**src/rtl/xcv_pkg.sv**
```systemverilog
package xcv_pkg;
    // bit 1: B side driven, bit 0: A side driven
    typedef enum logic [1:0] {
        DIR_ISOLATE = 2'b00,
        DIR_B_TO_A  = 2'b01,
        DIR_A_TO_B  = 2'b10,
        DIR_BOTH    = 2'b11
    } dir_mode_e;
endpackage

```
**src/rtl/xcv_edge_strobe.sv**
```systemverilog
module xcv_edge_strobe #(
    parameter int W = 2
) (
    input  logic         clk,
    input  logic         rst,
    input  logic [W-1:0] level,
    output logic [W-1:0] rise
);
    logic [W-1:0] level_q;

    // During reset the history tracks the level, so a strobe already high
    // at reset release does not count as a new edge.
    always_ff @(posedge clk) begin
        level_q <= level;
    end

    assign rise = rst ? '0 : (level & ~level_q);
endmodule

```
**src/rtl/xcv_byte_lane.sv**
```systemverilog
module xcv_byte_lane
    import xcv_pkg::*;
#(
    parameter int BW = 8
) (
    input  logic          clk,
    input  logic          rst,
    input  logic [BW-1:0] a_in,
    input  logic [BW-1:0] b_in,
    input  logic          cap_a,
    input  logic          cap_b,
    input  logic          sel_a_stored,
    input  logic          sel_b_stored,
    input  logic          drive_b,
    input  logic          drive_a_n,
    output logic [BW-1:0] a_out,
    output logic          a_oe,
    output logic [BW-1:0] b_out,
    output logic          b_oe
);
    dir_mode_e     mode;
    logic [BW-1:0] reg_a;
    logic [BW-1:0] reg_b;
    logic [BW-1:0] a_res;
    logic [BW-1:0] b_res;

    assign mode = dir_mode_e'({drive_b, ~drive_a_n});

    always_comb begin
        unique case (mode)
            DIR_ISOLATE: begin a_oe = 1'b0; b_oe = 1'b0; end
            DIR_B_TO_A:  begin a_oe = 1'b1; b_oe = 1'b0; end
            DIR_A_TO_B:  begin a_oe = 1'b0; b_oe = 1'b1; end
            DIR_BOTH:    begin a_oe = 1'b1; b_oe = 1'b1; end
            default:     begin a_oe = 1'b0; b_oe = 1'b0; end
        endcase
    end

    // The live path through a driven far port is resolved without a
    // combinational loop: when both sides pass live data, each pin holds
    // its own input value.
    always_comb begin
        if (sel_b_stored)      a_out = reg_b;
        else if (!b_oe)        a_out = b_in;
        else if (sel_a_stored) a_out = reg_a;
        else                   a_out = a_in;

        if (sel_a_stored)      b_out = reg_a;
        else if (!a_oe)        b_out = a_in;
        else if (sel_b_stored) b_out = reg_b;
        else                   b_out = b_in;
    end

    assign a_res = a_oe ? a_out : a_in;
    assign b_res = b_oe ? b_out : b_in;

    always_ff @(posedge clk) begin
        if (rst) begin
            reg_a <= '0;
            reg_b <= '0;
        end else begin
            if (cap_a) reg_a <= a_res;
            if (cap_b) reg_b <= b_res;
        end
    end
endmodule

```
**src/rtl/xcv_transceiver.sv**
```systemverilog
module xcv_transceiver #(
    parameter int LANES  = 2,
    parameter int LANE_W = 8
) (
    input  logic                    clk,
    input  logic                    rst,
    input  logic [LANES*LANE_W-1:0] a_in,
    output logic [LANES*LANE_W-1:0] a_out,
    output logic [LANES-1:0]        a_oe,
    input  logic [LANES*LANE_W-1:0] b_in,
    output logic [LANES*LANE_W-1:0] b_out,
    output logic [LANES-1:0]        b_oe,
    input  logic [LANES-1:0]        a_cap_clk,
    input  logic [LANES-1:0]        b_cap_clk,
    input  logic [LANES-1:0]        ab_sel_stored,
    input  logic [LANES-1:0]        ba_sel_stored,
    input  logic [LANES-1:0]        ab_drive,
    input  logic [LANES-1:0]        ba_drive_n
);
    logic [LANES-1:0] cab_rise;
    logic [LANES-1:0] cba_rise;

    xcv_edge_strobe #(.W(LANES)) u_cab_edge (
        .clk(clk), .rst(rst), .level(a_cap_clk), .rise(cab_rise)
    );

    xcv_edge_strobe #(.W(LANES)) u_cba_edge (
        .clk(clk), .rst(rst), .level(b_cap_clk), .rise(cba_rise)
    );

    for (genvar l = 0; l < LANES; l++) begin : g_lane
        xcv_byte_lane #(.BW(LANE_W)) u_lane (
            .clk         (clk),
            .rst         (rst),
            .a_in        (a_in[l*LANE_W +: LANE_W]),
            .b_in        (b_in[l*LANE_W +: LANE_W]),
            .cap_a       (cab_rise[l]),
            .cap_b       (cba_rise[l]),
            .sel_a_stored(ab_sel_stored[l]),
            .sel_b_stored(ba_sel_stored[l]),
            .drive_b     (ab_drive[l]),
            .drive_a_n   (ba_drive_n[l]),
            .a_out       (a_out[l*LANE_W +: LANE_W]),
            .a_oe        (a_oe[l]),
            .b_out       (b_out[l*LANE_W +: LANE_W]),
            .b_oe        (b_oe[l])
        );
    end
endmodule

```
**config.mk**
```make
export PLATFORM = sky130hd
export DESIGN_NAME = xcv_transceiver
export DESIGN_NICKNAME = d
export VERILOG_FILES = /design/src/rtl/xcv_pkg.sv /design/src/rtl/xcv_edge_strobe.sv /design/src/rtl/xcv_byte_lane.sv /design/src/rtl/xcv_transceiver.sv
export SDC_FILE = /design/constraint.sdc
export NUM_CORES = 1
export LEC_CHECK = 0
export BUFFER_PORTS_ARGS = -buffer_cell sky130_fd_sc_hd__buf_2
export CORE_MARGIN = 5
export CORE_UTILIZATION = 52
export DETAILED_ROUTE_END_ITERATION = 8
export GPL_TIMING_DRIVEN = 0
export HOLD_SLACK_MARGIN = 0.03
export PLACE_DENSITY = 0.88
export SLEW_MARGIN = 40
export SYNTH_ARGS = -nofsm -noshare
export SYNTH_HDL_FRONTEND = slang
export SYNTH_SLANG_ARGS = --single-unit
```
**constraint.sdc**
```tcl
create_clock -name clk -period 1.7 [get_ports clk]
set_input_delay 0.17 -clock clk [delete_from_list [all_inputs] [get_ports clk]]
set_output_delay 0.17 -clock clk [all_outputs]
set_load 0.02 [all_outputs]
```
[Word level (Yosys, flattened, before mapping)]
Index checks and enable logic that the tools add are counted.
Storage, ports and cells
  flip-flop bits (word level): 36
  bits of input ports: 46
  output and inout port bits: 36
  word-level logic and storage cells: 50
Operators by class
  equal/unequal tests: 6
  mux-type cells: 22
  bitwise operators: 6
  reductions and logical operators: 10
Operators by type and width (number)
  8-bit 2-to-1 mux: 16
  2-bit OR reduction: 8
  2-bit equality test (second input constant): 4
  1-bit case mux with 2 select lines: 4
  2-bit AND: 2
  2-bit by 1-bit equality test with 1-bit output (second input constant): 2
  2-bit logical NOT: 2
  2-bit 2-to-1 mux: 2
  2-bit NOT: 2
  1-bit NOT: 2

[Logic depth before layout (Yosys ltp)]
  word-level depth: 7
  mapped depth: 6

[Modules after synthesis]
Synthesis repeated with hierarchy kept, for this count alone.
Unflattened totals
  cells, all modules: 308
  area, all modules: 2735.1 µm²
By module, submodules not included
  xcv_byte_lane: times used 2, cells an instance 150, area each 1302.5 µm², seq. area each 320.3 µm²
  xcv_edge_strobe: times used 2, cells an instance 4, area each 65.1 µm², seq. area each 40.0 µm²

[Worst setup path before layout]
OpenSTA, ideal clock, no wires.
  path type: input -> output
  from: input ab_sel_stored[0]
  to: output a_out[7]
  arrival time: 1.125 ns
  slack: 0.405 ns
  stages on the path: 5
  path buffers: 2
  cell sequence: buf_6 buf_6 mux2_4 a222oi_1 inv_1
On the way
  cells in the longest elaborated chain, start to end: 3
Ends and longest elaborated chain
  start, declared: RTL line xcv_transceiver.sv:15  | input logic [LANES-1:0] ab_sel_stored,
  8-bit 2-to-1 mux: RTL line xcv_byte_lane.sv:45  | else if (sel_a_stored) a_out = reg_a;
  8-bit 2-to-1 mux: RTL line xcv_byte_lane.sv:44  | else if (!b_oe) a_out = b_in;
  8-bit 2-to-1 mux: RTL line xcv_byte_lane.sv:43  | if (sel_b_stored) a_out = reg_b;
  end, declared: RTL line xcv_transceiver.sv:8  | output logic [LANES*LANE_W-1:0] a_out,
Every way passes these cells.

[Final worst setup path]
  from: register g_lane[1].u_lane.reg_a[5]
  to: output a_out[13]
On the way
  cells in the longest elaborated chain, start to end: 3
Ends and longest elaborated chain
  start, declared: RTL line xcv_byte_lane.sv:22  | logic [BW-1:0] reg_a;
  start signal, assigned: RTL line xcv_byte_lane.sv:62  | if (cap_a) reg_a <= a_res;
  8-bit 2-to-1 mux: RTL line xcv_byte_lane.sv:45
  8-bit 2-to-1 mux: RTL line xcv_byte_lane.sv:44
  8-bit 2-to-1 mux: RTL line xcv_byte_lane.sv:43
Every way passes these cells.

==> metrics.txt <==
status finished, violations left; failing checks negative setup slack; multi-input logic area 0.001657 mm²; Pre-antenna DRT Iters 8; antenna violations before repair 1; DR iter-0 viols 563; routed wire length 8795 µm; core area 0.005075 mm²; slowest CP cell a222oi_1; Num CTS Buffers 5; DR vias 3025; CP Launch Type flop; Worst-Skew Late Latency 0.30 ns; max-cap violations 0; Worst-Margin Slew 0.7277 ns; Die Span Y 82.01 µm; DRC violations left 0; final non-filler cell total 484; register area share after synthesis 26.73%; final-report setup violation count 4; type of the worst min-delay path input port to flop; CP endpoint kind primary output; Worst Hold Launch a_in[4]; Synth Register Bits 36; setup TNS -0.1219 ns; Final Worst Setup Slack -0.06994 ns; synth unique cells 25; Nets 458; RSZ-0062 raised after global routing yes; post-synthesis net count 361; crit path time final 1.770 ns; LEAKAGE 1.648 nW; Synth Area per Inst 8.560 µm²; I/O Buffers 76; CTS sink cnt 36; Final Skew 0.01095 ns; slowest stage delay, CP 0.42 ns; wire per inst 18.17 µm; via/cell ratio 6.250; Slew Limit Headroom 51.49%; dpl hpwl 6095 µm; WP data required 1.53 ns; Final Instance Area 0.003457 mm²; Clock Tree Buf Depth 2; Die X 82.01 µm; register area 728.2 µm²; Ys Warns 0; Peak VDD IR 0.0004132 V; CTS tree yes; Row Count 26; Ports 82; H-tree level count 2; FILL cells 406; global-route wire length before repair 13280 µm; CP Class flop to primary output; Layout area overhead 28.21%; share of cells above drive strength 1 38.01%; Clock transition at path regs 0.09 ns; most common cell after layout, fill and taps aside buf_2; Max Transition Viols Final 0; Worst Hold Slack 0.2392 ns; remaining antenna violation count after routing 0; Tot Pwr 0.002515 W; Final Hold Viols 0; overflow left after global routing 0; mapped cell area 0.002696 mm²; GP Congestion 0.9033; FF-to-FF setup slack 0.04 ns; Reg-to-Reg End g_lane[1].u_lane.reg_a[1]; most frequent cells in the layout buf_2, nand2_1, inv_1; Area after DPL 0.003164 mm²; Post-Place Cells 461; synthesized instance count 315; Total GRT Usage 25.33%; Starting Density 53.13%; Critical Path Fanout Max 2; R2R cell count 4; Critical Path AT 1.60 ns; worst hold path cell count 3; Min-Delay Endpoint g_lane[0].u_lane.reg_a[4]; die area 0.006726 mm²; reg-to-reg startpoint u_cab_edge.level_q[1]; vias in the first global route 2801; root buf cell clkbuf_8; largest net degree at the start of global routing 13; PD cells 727.6 mW/mm²; Achievable Freq 565.0 MHz; Final Cycle Share 104.1%; critical path, cell by cell mux2_4 > a222oi_1 > inv_1 > buf_6
power breakdown:
part,internal [W],total [W],switching [W]
Combinational,0.000344,0.000799,0.000455
Sequential,0.000895,0.000932,0.0000371
Clock,0.000435,0.000784,0.000349
Total,0.00167,0.00252,0.000841
cells by family after synthesis:
| family | after synthesis | synth area share (%) |
|---|---|---|
| muxes | 32 | 13.46 |
| buffers and inverters | 68 | 12.76 |
| and+or+nand+nor | 83 | 15.13 |
| AOI/OAI and AO/OA | 96 | 31.93 |
| DFF | 36 | 26.73 |
critical path: cells and delay by family (launching register included):
kind | cells | cell delay [ns]
buffers and inverters | 2 | 0.31
muxes | 1 | 0.25
DFF | 1 | 0.33
AOI/OAI and AO/OA | 1 | 0.42
synthesized netlist by cell type:
cell type | count | area [µm²]
mux2_2 | 10 | 112.6
dfxtp_1 | 36 | 720.7
o211a_1 | 16 | 160.2
nand2_1 | 48 | 180.2
nor2b_1 | 6 | 37.54
a221oi_1 | 16 | 140.1
buf_6 | 7 | 78.83
buf_2 | 6 | 30.03
buf_4 | 7 | 52.55
nor2_1 | 4 | 15.01
clkbuf_1 | 9 | 33.78
buf_1 | 3 | 11.26
or2_1 | 1 | 6.260
nor3_1 | 1 | 5.000
o21ai_0 | 32 | 160.2
mux2_4 | 6 | 90.09
a222oi_1 | 16 | 160.2
clkbuf_2 | 2 | 10.01
and2_1 | 2 | 12.51
inv_1 | 34 | 127.6
a221oi_2 | 16 | 240.2
nand3b_1 | 16 | 120.1
or2_0 | 1 | 6.260
nand2b_1 | 4 | 25.02
mux2i_1 | 16 | 160.2
flip-flops by register name (all words and copies together), names as in the netlist:
| signal | flops |
|---|---|
| g_lane.u_lane.reg_a | 16 |
| g_lane.u_lane.reg_b | 16 |
| u_cab_edge.level_q | 2 |
| u_cba_edge.level_q | 2 |
how the worst max path moves through the flow:
stage	startpoint	to	slack, ns	depth (start not counted)
after floorplan	ab_sel_stored[0]	a_out[7]	0.41	5
after global placement	u_cab_edge.level_q[1]	g_lane[1].u_lane.reg_a[1]	0.17	4
after detailed placement	u_cab_edge.level_q[1]	g_lane[1].u_lane.reg_a[5]	0.13	4
after CTS	g_lane[1].u_lane.reg_a[5]	a_out[13]	-0.001	4
after global routing	g_lane[1].u_lane.reg_a[5]	a_out[13]	-0.14	4
final	g_lane[1].u_lane.reg_a[5]	a_out[13]	-0.07	4
stage by stage:
stage	worst slack (ns)	utilization (%)
floorplan	0.4052	-
global placement	0.1674	62.35
detailed placement	0.1322	62.35
CTS	-0.001100	65.85
global route	-0.1356	68.12
finish	-0.06994	68.12
per-layer routing:
metal / wire (µm) / up-vias / global-route usage (%)
li1: - / 1353 / -
met1: 3471 / 1409 / 31.52
met2: 4172 / 224 / 42.25
met3: 887 / 39 / 5.921
met4: 263 / 0 / 9.468
met5: 0 / - / 0
what timing repair did:
| item | CTS | global route |
|---|---|---|
| setup buffers | 2 | 8 |
| endpoints found under the hold margin | 4 | 0 |
| gates resized for setup | 4 | 19 |
| pin swaps | 2 | 8 |
| endpoints found under the setup margin | 2 | 28 |
| hold buffers | 4 | 0 |
cell type report:
type / count / share of cell area (%)
Buffer: 34 / 6.261
Antenna cell: 1 / 0.07238
Inverter: 34 / 3.692
Clock buffer: 5 / 1.991
Timing Repair Buffer: 90 / 15.24
Sequential cell: 36 / 21.06
Tap cell: 70 / 2.533
Clock inverter: 3 / 1.231
Multi-Input combinational cell: 211 / 47.92
Power figures use the tool's default switching activity.
